===== src/rtl/unlock_seq_pkg.sv =====
package unlock_seq_pkg;
    localparam int ADDR_W   = 13;
    localparam int N_PREFIX = 5;
    localparam int STEP_W   = $clog2(N_PREFIX + 1);

    typedef enum logic [STEP_W-1:0] {
        S_IDLE = 3'd0,
        S_K1   = 3'd1,
        S_K2   = 3'd2,
        S_K3   = 3'd3,
        S_K4   = 3'd4,
        S_K5   = 3'd5
    } seq_state_t;

    localparam logic [ADDR_W-1:0] KEY_STORE  = 13'h0F0F;
    localparam logic [ADDR_W-1:0] KEY_RECALL = 13'h0F0E;

    function automatic logic [ADDR_W-1:0] prefix_key(input logic [STEP_W-1:0] idx);
        logic [ADDR_W-1:0] k;
        unique case (idx)
            3'd0:    k = 13'h0000;
            3'd1:    k = 13'h1555;
            3'd2:    k = 13'h0AAA;
            3'd3:    k = 13'h1FFF;
            3'd4:    k = 13'h10F0;
            default: k = 13'h0000;
        endcase
        return k;
    endfunction
endpackage


===== src/rtl/seq_key_match.sv =====
module seq_key_match
    import unlock_seq_pkg::*;
(
    input  logic [STEP_W-1:0] step_idx,
    input  logic [ADDR_W-1:0] addr,
    output logic              hit_expected,
    output logic              hit_first,
    output logic              hit_store,
    output logic              hit_recall
);
    logic [ADDR_W-1:0] want;

    always_comb begin
        want         = prefix_key(step_idx);
        hit_expected = (addr == want);
        hit_first    = (addr == prefix_key('0));
        hit_store    = (addr == KEY_STORE);
        hit_recall   = (addr == KEY_RECALL);
    end
endmodule


===== src/rtl/seq_step_fsm.sv =====
module seq_step_fsm
    import unlock_seq_pkg::*;
(
    input  logic              clk,
    input  logic              rst_n,
    input  logic              acc_valid,
    input  logic              acc_write,
    input  logic              busy,
    input  logic              hit_expected,
    input  logic              hit_first,
    input  logic              hit_store,
    input  logic              hit_recall,
    output logic [STEP_W-1:0] step_idx,
    output logic              store_pulse,
    output logic              recall_pulse
);
    seq_state_t state, state_nxt;
    logic       fire_store, fire_recall;
    logic       is_read;

    assign is_read  = acc_valid && !acc_write;
    assign step_idx = state;

    always_comb begin
        state_nxt   = state;
        fire_store  = 1'b0;
        fire_recall = 1'b0;
        if (busy) begin
            state_nxt = S_IDLE;
        end else if (acc_valid) begin
            if (is_read && state != S_K5 && hit_expected) begin
                state_nxt = seq_state_t'(state + 3'd1);
            end else if (is_read && state == S_K5 && hit_store) begin
                fire_store = 1'b1;
                state_nxt  = S_IDLE;
            end else if (is_read && state == S_K5 && hit_recall) begin
                fire_recall = 1'b1;
                state_nxt   = S_IDLE;
            end else if (is_read && hit_first) begin
                state_nxt = S_K1;
            end else begin
                state_nxt = S_IDLE;
            end
        end
    end

    always_ff @(posedge clk) begin
        if (!rst_n) state <= S_IDLE;
        else        state <= state_nxt;
    end

    always_ff @(posedge clk) begin
        if (!rst_n) begin
            store_pulse  <= 1'b0;
            recall_pulse <= 1'b0;
        end else begin
            store_pulse  <= fire_store;
            recall_pulse <= fire_recall;
        end
    end

    a_r11_hold_without_strobe: assert property (@(posedge clk) disable iff (!rst_n)
        (!acc_valid && !busy) |=> $stable(state));
    a_r10_idle_after_pulse: assert property (@(posedge clk) disable iff (!rst_n)
        (store_pulse || recall_pulse) |-> state == S_IDLE);
    a_r9_busy_forces_idle: assert property (@(posedge clk) disable iff (!rst_n)
        busy |=> (state == S_IDLE && !store_pulse && !recall_pulse));
    a_r5_write_no_advance: assert property (@(posedge clk) disable iff (!rst_n)
        (acc_valid && acc_write) |=> (state == S_IDLE && !store_pulse && !recall_pulse));
    a_r2_pulse_needs_k5_read: assert property (@(posedge clk) disable iff (!rst_n)
        (acc_valid && !acc_write && !busy && state == S_K5 && hit_store) |=> store_pulse);
endmodule


===== src/rtl/unlock_seq_detector.sv =====
module unlock_seq_detector
    import unlock_seq_pkg::*;
(
    input  logic              clk,
    input  logic              rst_n,
    input  logic              acc_valid,
    input  logic              acc_write,
    input  logic [ADDR_W-1:0] acc_addr,
    input  logic              nv_busy,
    output logic              store_start,
    output logic              recall_start
);
    logic [STEP_W-1:0] step_idx;
    logic hit_expected, hit_first, hit_store, hit_recall;

    seq_key_match u_match (
        .step_idx     (step_idx),
        .addr         (acc_addr),
        .hit_expected (hit_expected),
        .hit_first    (hit_first),
        .hit_store    (hit_store),
        .hit_recall   (hit_recall)
    );

    seq_step_fsm u_fsm (
        .clk          (clk),
        .rst_n        (rst_n),
        .acc_valid    (acc_valid),
        .acc_write    (acc_write),
        .busy         (nv_busy),
        .hit_expected (hit_expected),
        .hit_first    (hit_first),
        .hit_store    (hit_store),
        .hit_recall   (hit_recall),
        .step_idx     (step_idx),
        .store_pulse  (store_start),
        .recall_pulse (recall_start)
    );

    a_r4_exclusive: assert property (@(posedge clk) disable iff (!rst_n)
        $onehot0({store_start, recall_start}));
    a_r4_single_cycle: assert property (@(posedge clk) disable iff (!rst_n)
        (store_start || recall_start) |=> !(store_start || recall_start));
    a_r1_pulse_from_read: assert property (@(posedge clk) disable iff (!rst_n)
        (store_start || recall_start) |-> $past(acc_valid && !acc_write && !nv_busy));
endmodule


===== config.mk =====
export PLATFORM = sky130hd
export DESIGN_NAME = unlock_seq_detector
export DESIGN_NICKNAME = d
export VERILOG_FILES = /design/src/rtl/unlock_seq_pkg.sv /design/src/rtl/seq_key_match.sv /design/src/rtl/seq_step_fsm.sv /design/src/rtl/unlock_seq_detector.sv
export SDC_FILE = /design/constraint.sdc
export NUM_CORES = 1
export LEC_CHECK = 0
export ABC_AREA = 1
export BUFFER_PORTS_ARGS = -buffer_cell sky130_fd_sc_hd__buf_2
export CAP_MARGIN = 20
export CORE_MARGIN = 3
export CORE_UTILIZATION = 40
export CTS_CLUSTER_SIZE = 10
export DETAILED_ROUTE_END_ITERATION = 10
export PLACE_DENSITY = 0.63
export SYNTH_ARGS = -nofsm -noshare
export SYNTH_HDL_FRONTEND = slang
export SYNTH_SLANG_ARGS = --single-unit

===== constraint.sdc =====
create_clock -name clk -period 2.65 [get_ports clk]
set_input_delay 0.265 -clock clk [delete_from_list [all_inputs] [get_ports clk]]
set_output_delay 0.265 -clock clk [all_outputs]
set_load 0.01 [all_outputs]

-- Word-level counts from Yosys, hierarchy flattened
Cells that the tools add are included.
- memories kept: 0
- bits in latches: 0
- memory bits (read-only): 0
- register bits: 5
- memory bits (writable): 0
- multiply operators: 0
- mux-type cells: 7
- bitwise gates (word level): 2
- shift-type cells: 0
- $lt $le $gt $ge: 0
- reduce and logical (&&, ||, !) cells: 12
- eq/ne operators: 9
- add/sub/neg operators: 1
- div/mod/pow operators: 0
- operator list (operator ; count):
    $pmux 13 s4 ; 1
    $eq 13x12->1 const B ; 2
    $eq 13x13->1 ; 1
    $logic_not 13->1 ; 1
    $mux 3 ; 3
    $logic_and 1x1->1 ; 7
    $eq 3x2->1 const B ; 2
    $eq 3x3->1 const B ; 2
    $reduce_or 5->1 ; 1
    $reduce_or 4->1 ; 1
    $add 3x1->3 const B ; 1
    $eq 3x1->1 const B ; 1
    $mux 1 ; 3
    $ne 3x3->1 const B ; 1
    $not 1->1 ; 2
    $reduce_or 2->1 ; 1
    $logic_not 1->1 ; 1

-- Depth between registers and ports, before layout
Gate-level depths: netlist (run 1).
- depth in word-level cells: 7
- gate-level depth with buffers: 14

-- By module
From an unflattened synthesis (run 1), not the netlist that was laid out.
- cells, all modules: 96
- area, all modules: 525.5 sq um
- modules (own cells, without submodules) (module ; cells an instance ; area each (sq um) ; instances ; sequential area each (sq um)):
    seq_step_fsm ; 40 ; 287.8 ; 1 ; 100.1
    seq_key_match ; 56 ; 237.7 ; 1 ; 0.0

-- Worst setup path before layout (run 1)
OpenSTA, ideal clock, no wires.
- path type: register to register
- start: register u_fsm.state[0], in the netlist u_fsm.step_idx[0]
- end: register u_fsm.state[0], in the netlist u_fsm.step_idx[0]
- setup time: 109 ps
- cell stages (with the launch flop): 13
- arrival time: 1499 ps
- path slack: 1042 ps
- buffers on the path: 0
- period minus slack after synthesis: 1608 ps
- path through: dfxtp_1 -> inv_1 -> ha_1 -> o21ai_0 -> nand2_2 -> nand2_2 -> nand2_1 -> nand2_2 -> nand3_2 -> nand2_1 -> nand3_1 -> nand2_1 -> inv_1
- cells in the longest elaborated chain, start to end: 6
- elaborated cells on any way between the ends: 17
- RTL lines (item ; line ; RTL):
    start, declared ; seq_step_fsm.sv:17 ; seq_state_t state, state_nxt;
    start signal, assigned ; seq_step_fsm.sv:49 ; else state <= state_nxt;
    branches (longest 5 deep; another with $pmux 13 s4) ; n/a ;
    $mux 3 * ; seq_step_fsm.sv:31 ; if (is_read && state != S_K5 && hit_expected) begin
Mark *: on every way between the ends.
A chain may end at the register's enable or synchronous reset.

-- Worst setup path in the final report (run 1)
Same ends and word-level chain as after synthesis.

==> summary.txt, run 1 <==
STA
  – Unrepaired setup endpoints after global routing: no
  – Setup-violating endpoint count in the final report: 0
  – Largest clock skew in the final design: about 0.0053 ns
  – Final hold violation count: 0
  – Final period demand of the worst path: 1.80 ns
  – Highest achievable clock rate: about 560 MHz
  – Final setup TNS: 0 ns
  – Period utilization: approximately two thirds
  – Max-Slew Margin vs Limit: between 70% and 80%
  – Final number of max-transition violations: 0
  – Hold_ws: 0.309 ns
  – Tightest Pin Transition: approximately 0.41 ns

Final layout
  – Fill cells: roughly 160
  – Antenna Diode Count: 0
  – Leading cell type in the layout, fill and taps excluded: sky130_fd_sc_hd__nand2_1
  – Area delta synth->final: 21.2%
  – Most frequent cells in the layout: sky130_fd_sc_hd__nand2_1 (27), sky130_fd_sc_hd__inv_1 (20), sky130_fd_sc_hd__buf_2 (19)
  – Post-route insts no fill: 157
  – Share of final-layout standard cells stronger than drive strength 1: between 20% and 30%
  – Nets@finish: between 150 and 200

Logic synthesis
  – Syn Nets: ~140
  – Sequential cell area fraction in the yosys report: between 15 and 20%
  – Average instance area after synthesis: about 5.7 um2
  – Number of distinct library cells after synthesis: 17
  – Count of state elements after synthesis: 5
  – Total standard cell area after synthesis: approximately 670 um2
  – Ys Warns: 0
  – Post-Synthesis Cells: 118

Clock network
  – Setup Fix Bufs, Post-CTS: 0
  – Clock Sinks: 5
  – Post-cts gate resize count: 0
  – TritonCTS clock tree: built
  – Clock tree root driver cell: sky130_fd_sc_hd__clkbuf_4
  – Quantity of hold-fixing buffers added after cts: 0
  – Count of H-tree levels built during CTS: 1
  – Worst-Skew Late Latency: roughly 0.24 ns
  – Clock-pin slew reported for the worst setup and hold paths after clock tree synthesis: about 0.04 ns
  – Number of buffers added by the clock tree synthesis step: 3
  – Bufs on Longest Clock Path: 2

GRT
  – GR Util met3: roughly 2.3%
  – Tot GR Track Use: 15.4%
  – Met1 demand-to-capacity share in global routing: about a fifth
  – Vias in the first global route: roughly 640
  – Largest net degree at the start of global routing: 10
  – Remaining global-route overflow: 0
  – Met2 Resource Use GR: 25.5%
  – Initial antenna violation count: 0
  – Global-route wire length before repair: approximately 2500 um
  – GRT Max-Usage Layer: met2

Setup path
  – Slowest CP cell: sky130_fd_sc_hd__dfxtp_1
  – Cell breakdown of the critical path: inv_1 -> ha_1 -> o21ai_0 -> nand2_2 -> nand2_2 -> nand2_1 -> nand2_2 -> nand3_2 -> nand2_1 -> nand3_1 -> nand2_1 -> inv_1
  – Data arrival time at the worst-slack endpoint: approximately 1.9 ns
  – Classification of the worst setup path: register to register
  – Cell type group with the largest total delay on the critical path: simple AND/OR/NAND/NOR gates
  – CP Data Required Time: 2.79 ns
  – Buffering stage count on the worst path with inverters included: 2
  – Critical path startpoint category: register
  – Critical-path maximum fanout: 6
  – Kind of end point of the critical path: register
  – Stage delay of the slowest cell on the critical path: between 0.4 and 0.5 ns

Floorplanning
  – Die Span X: ~47 um
  – Count of boundary I/O pins: 20
  – Total Die Area: approximately 2200 um2
  – Height of the die: 46.8 um
  – Initial core utilization: 43.3%
  – Number of placement rows: 14
  – Placeable core region: between 1500 and 2000 um2

Placement
  – RD Place Congestion: between 0.7 and 0.8
  – Count of placed standard cells including taps: about 150
  – Placed wire-length estimate: 1320 um
  – Number of input and output port buffers inserted: 19

Routing
  – Routed wire length: 1500 um
  – Drt drc: 0
  – Detailed-route wire length per cell: 9.55 um
  – Number of antenna-violating nets in the routed design: 0
  – Vias/cell: about 4.8
  – Via total after detailed routing: between 700 and 800
  – Initial DRC Count: 6
  – Number of search-and-repair iterations in the first detailed-routing pass: 4

Status
  – Status: finished clean

Power
  – PD cells: 264 nW/um2
  – Cell leakage power: around 0.44 nW
  – Peak VDD IR: approximately 0.00021 V

Worst hold path
  – Path type of the worst min-delay path: input port to register

Flow run
  – Maxcap violations: 0
[metal layers]
layer  share of wire, %  wire length [um]
met5                  0                 0
met4               0.80                12
met3                6.1                91
met2                 46               685
met1                 47               709
[state kept, by name (all words and copies together), names as in the netlist]
name,count
u_fsm.recall_pulse,1
u_fsm.store_pulse,1
u_fsm.step_idx,3
[worst min-delay path: stages]
cell                      delay (ns)
sky130_fd_sc_hd__buf_2          0.12
sky130_fd_sc_hd__nand4_1        0.08
sky130_fd_sc_hd__nor2_1         0.04
[power breakdown]
part	switching [mW]	total [mW]	internal (mW)
registers	0.000951	0.0769	0.0760
logic	0.0295	0.0496	0.0201
clock network	0.0303	0.0872	0.0569
total	0.0608	0.214	0.153
[synthesized netlist by cell type]
library cell / n / share of area (%)
sky130_fd_sc_hd__nand2_1: 27 / 15
sky130_fd_sc_hd__nand3_1: 14 / 11
sky130_fd_sc_hd__nand2_4: 2 / 3.4
sky130_fd_sc_hd__ha_1: 5 / 9.4
sky130_fd_sc_hd__nand2_2: 9 / 8.4
sky130_fd_sc_hd__nor2_1: 18 / 10
sky130_fd_sc_hd__inv_4: 1 / 0.94
sky130_fd_sc_hd__nand3_2: 1 / 1.5
sky130_fd_sc_hd__nor2_4: 1 / 1.7
sky130_fd_sc_hd__clkinv_1: 1 / 0.56
sky130_fd_sc_hd__nand4_1: 6 / 5.6
sky130_fd_sc_hd__nor4_1: 1 / 0.94
sky130_fd_sc_hd__inv_1: 20 / 11
sky130_fd_sc_hd__nor2_2: 1 / 0.94
sky130_fd_sc_hd__dfxtp_1: 5 / 15
sky130_fd_sc_hd__a21oi_1: 4 / 3.0
sky130_fd_sc_hd__o21ai_0: 2 / 1.5
[final timing paths]
check / end / cells after the start / slack, ns / startpoint
setup / recovery: u_fsm.step_idx[0] / 12 / 0.85 / u_fsm.step_idx[0]
hold reg to reg: u_fsm.step_idx[1] / 2 / 0.51 / u_fsm.step_idx[1]
setup reg to reg: u_fsm.step_idx[0] / 12 / 0.85 / u_fsm.step_idx[0]
hold / removal: u_fsm.recall_pulse / 3 / 0.31 / acc_addr[2]
[layout make-up]
class / instances / area [um2] / share of cell area [%]
Clock buffer: 4 / 26.3 / 3.25
Inverter: 22 / 85.1 / 10.5
Multi-Input combinational cell: 91 / 482 / 59.6
Sequential cell: 5 / 100 / 12.4
Tap cell: 16 / 20.0 / 2.48
Timing Repair Buffer: 19 / 95.1 / 11.8
[cell families (layout without fill, tap and decap cells)]
family          Yosys count  after routing  synth area share (%)
compound gates            6              6                  4.50
fa+ha+maj                 5              5                  9.38
buf+inv                  22             45                  12.8
simple gates             80             80                  58.3
flops                     5              5                  15.0
[metrics by stage]
| step | area (um2) | power [mW] | util [%] | setup WS (ns) |
|---|---|---|---|---|
| floorplan | 667 | 0.106 | - | 1.04 |
| global placement | 782 | 0.128 | 50.7 | 0.915 |
| detailed placement | 782 | 0.128 | 50.7 | 0.861 |
| CTS | 808 | 0.220 | 52.4 | 0.851 |
| global route | 808 | 0.229 | 52.4 | 0.656 |
| finish | 808 | 0.214 | 52.4 | 0.852 |
Power figures use the tool's default switching activity.
==> run 2: changes to the inputs <==
clock period = 1.9 ns   (was 2.65 ns; I/O delays follow)
==> summary.txt, run 2 (synthesized netlist as in run 1, its figures left out) <==
Status
  – Status: finished clean

Routing
  – Vias/cell: 4.83 (+0.40%)
  – Via total after detailed routing: 759 (+0.40%)
  – Initial DRC Count: 7 (+1)
  – Number of antenna-violating nets in the routed design: 0 (unchanged)
  – Detailed-route wire length per cell: 9.73 um (+1.8%)
  – Number of search-and-repair iterations in the first detailed-routing pass: 4 (unchanged)
  – Drt drc: 0 (unchanged)
  – Routed wire length: 1530 um (+1.8%)

Clock network
  – Quantity of hold-fixing buffers added after cts: 0 (unchanged)
  – Bufs on Longest Clock Path: 2 (unchanged)
  – Clock-pin slew reported for the worst setup and hold paths after clock tree synthesis: 0.05 ns (about the same)
  – Clock tree root driver cell: sky130_fd_sc_hd__clkbuf_4
  – Number of buffers added by the clock tree synthesis step: 3 (unchanged)
  – Clock Sinks: 5 (unchanged)
  – Count of H-tree levels built during CTS: 1 (unchanged)
  – TritonCTS clock tree: built
  – Worst-Skew Late Latency: 0.24 ns (about the same)

Power
  – Switching power of the nets: 0.0869 mW (+43%)
  – PD cells: 371 nW/um2 (+40%)
  – Sw Ratio: 28.9% (+0.48 points)
  – Peak VDD IR: 0.000299 V (+44%)
  – Share of total power in combinational logic: 23.1% (about the same)
  – Power, Total: 0.300 mW (+41%)
  – Power Internal: 0.214 mW (+40%)
  – Cell leakage power: 0.444 nW (+0.10%)
  – Sequential share of power: 35.7% (-0.3 points)
  – Power share of the clock group: 41.2% (+0.4 points)

Flow run
  – Maxcap violations: 0 (unchanged)

GRT
  – Remaining global-route overflow: 0 (unchanged)
  – Met1 demand-to-capacity share in global routing: 19.8% (unchanged)
  – GRT Max-Usage Layer: met2
  – Initial antenna violation count: 0 (unchanged)
  – Vias in the first global route: 641 (unchanged)
  – Met2 Resource Use GR: 25.5% (unchanged)
  – Global-route wire length before repair: 2460 um (unchanged)
  – Largest net degree at the start of global routing: 10 (unchanged)
  – Tot GR Track Use: 15.4% (unchanged)
  – GR Util met3: 2.30% (unchanged)

Setup path
  – Kind of end point of the critical path: register
  – Critical path startpoint category: register
  – CP Data Required Time: 2.04 ns (-0.75 ns)
  – Path depth of the worst reg2reg path: 12 (unchanged)
  – Worst reg2reg setup slack: 0.22 ns (-0.63 ns)
  – Classification of the worst setup path: register to register
  – Data arrival time at the worst-slack endpoint: 1.82 ns (-0.12 ns)
  – Critical-path maximum fanout: 6 (unchanged)
  – Reg-to-reg endpoint: u_fsm.step_idx[0]
  – Reg-to-reg startpoint: u_fsm.step_idx[0]

Worst hold path
  – Hold path depth: 3 (unchanged)
  – Hold Path Origin: acc_addr[2]
  – Hold worst-path end: u_fsm.recall_pulse
  – Path type of the worst min-delay path: input port to register

Final layout
  – Antenna Diode Count: 0 (unchanged)
  – Fill cells: 161 (-0.62%)
  – Leading cell type in the layout, fill and taps excluded: sky130_fd_sc_hd__nand2_1
  – Area delta synth->final: 21.4%
  – Post-route insts no fill: 157 (unchanged)
  – Flip-flop count of the largest register, all copies and words added: 3 (unchanged)
  – Share of final-layout standard cells stronger than drive strength 1: 27.0% (+0.71 points)
  – Nets@finish: 165 (unchanged)
  – Most frequent cells in the layout: sky130_fd_sc_hd__nand2_1 (27), sky130_fd_sc_hd__inv_1 (20), sky130_fd_sc_hd__buf_2 (19)

STA
  – Highest achievable clock rate: 595 MHz (+6.9%)
  – Tightest Pin Transition: 0.405 ns (-0.00234 ns)
  – Unrepaired setup endpoints after global routing: no
  – Period utilization: 88.5% (+21 points)
  – Final period demand of the worst path: 1.68 ns (-0.116 ns)
  – Final number of max-transition violations: 0 (unchanged)
  – Setup-violating endpoint count in the final report: 0 (unchanged)
  – Final setup TNS: 0 ns (unchanged)
  – Largest clock skew in the final design: 0.00646 ns (+0.00115 ns)
  – Final hold violation count: 0 (unchanged)
  – Max-Slew Margin vs Limit: 72.8% (+0.16 points)
  – Hold_ws: 0.230 ns (-0.0793 ns)
  – Min setup slack post-route: 0.218 ns (-0.634 ns)

Floorplanning
  – Count of boundary I/O pins: 20 (unchanged)
  – Placeable core region: 1540 um2 (unchanged)
  – Total Die Area: 2190 um2 (unchanged)
  – Number of placement rows: 14 (unchanged)
  – Initial core utilization: 43.3% (unchanged)
  – Die Span X: 46.8 um (unchanged)
  – Height of the die: 46.8 um (unchanged)

Placement
  – Worst Setup Slack post-DPL: 0.111 ns (-0.750 ns)
  – Number of input and output port buffers inserted: 19 (unchanged)
  – Placed wire-length estimate: 1320 um (unchanged)
  – Count of placed standard cells including taps: 153 (unchanged)
  – RD Place Congestion: 0.778 (unchanged)
-- run 2: cell types whose count changed in the layout (fill, tap and decap cells not counted) --
cell                      previous run  this run
sky130_fd_sc_hd__dfxtp_1             5         4
sky130_fd_sc_hd__dfxtp_2             0         1
-- run 2: power by group through the flow --
stage	Combinational (mW)	Clock (mW)	Sequential [mW]
final	0.0694	0.124	0.107
after global routing	0.0794	0.134	0.107
after CTS	0.0700	0.130	0.107
after detailed placement	0.0693	0	0.109
after global placement	0.0693	0	0.109
after floorplan	0.0387	0	0.109
-- run 2: worst max-delay path by stage --
| stage | startpoint | to | slack [ns] | depth (start not counted) |
|---|---|---|---|---|
| after floorplan | u_fsm.step_idx[0] | u_fsm.step_idx[0] | 0.29 | 12 |
| after global placement | u_fsm.step_idx[0] | u_fsm.step_idx[0] | 0.17 | 12 |
| after detailed placement | u_fsm.step_idx[0] | u_fsm.step_idx[0] | 0.11 | 12 |
| after CTS | u_fsm.step_idx[0] | u_fsm.step_idx[0] | 0.10 | 12 |
| after global routing | u_fsm.step_idx[0] | u_fsm.step_idx[0] | 0.03 | 12 |
| final | u_fsm.step_idx[0] | u_fsm.step_idx[0] | 0.22 | 12 |
-- run 2: layout make-up --
class / instances / area (um2) / area share (%)
timing repair buffer: 19 / 95.1 / 11.7
tap: 16 / 20.0 / 2.47
inverter: 22 / 85.1 / 10.5
multi-input combinational: 91 / 482 / 59.5
sequential: 5 / 101 / 12.5
clock buffer: 4 / 26.3 / 3.25
-- run 2: repair_timing --
| action | in CTS | in global routing |
|---|---|---|
| buffers inserted | 0 | 0 |
| setup endpoints to repair | 0 | 3 |
| gates resized for setup | 0 | 1 |
-- run 2: layer usage --
metal  vias up  wire length [um]
met5         -                 0
met4         0                 5
met3         2                84
met2        19               706
met1       322               731
li1        416                 -
-- run 2: critical path, cell delays in order (launching register included) --
cell	delay, ns
sky130_fd_sc_hd__dfxtp_2	0.39
sky130_fd_sc_hd__inv_1	0.11
sky130_fd_sc_hd__ha_1	0.23
sky130_fd_sc_hd__o21ai_0	0.19
sky130_fd_sc_hd__nand2_2	0.11
sky130_fd_sc_hd__nand2_2	0.08
sky130_fd_sc_hd__nand2_1	0.06
sky130_fd_sc_hd__nand2_2	0.10
sky130_fd_sc_hd__nand3_2	0.09
sky130_fd_sc_hd__nand2_1	0.06
sky130_fd_sc_hd__nand3_1	0.06
sky130_fd_sc_hd__nand2_1	0.06
sky130_fd_sc_hd__inv_1	0.03
-- run 2: through the flow --
step	instance area, um2	util (%)
floorplan	667	-
global placement	782	50.7
detailed placement	782	50.7
CTS	808	52.4
global route	810	52.5
finish	810	52.5
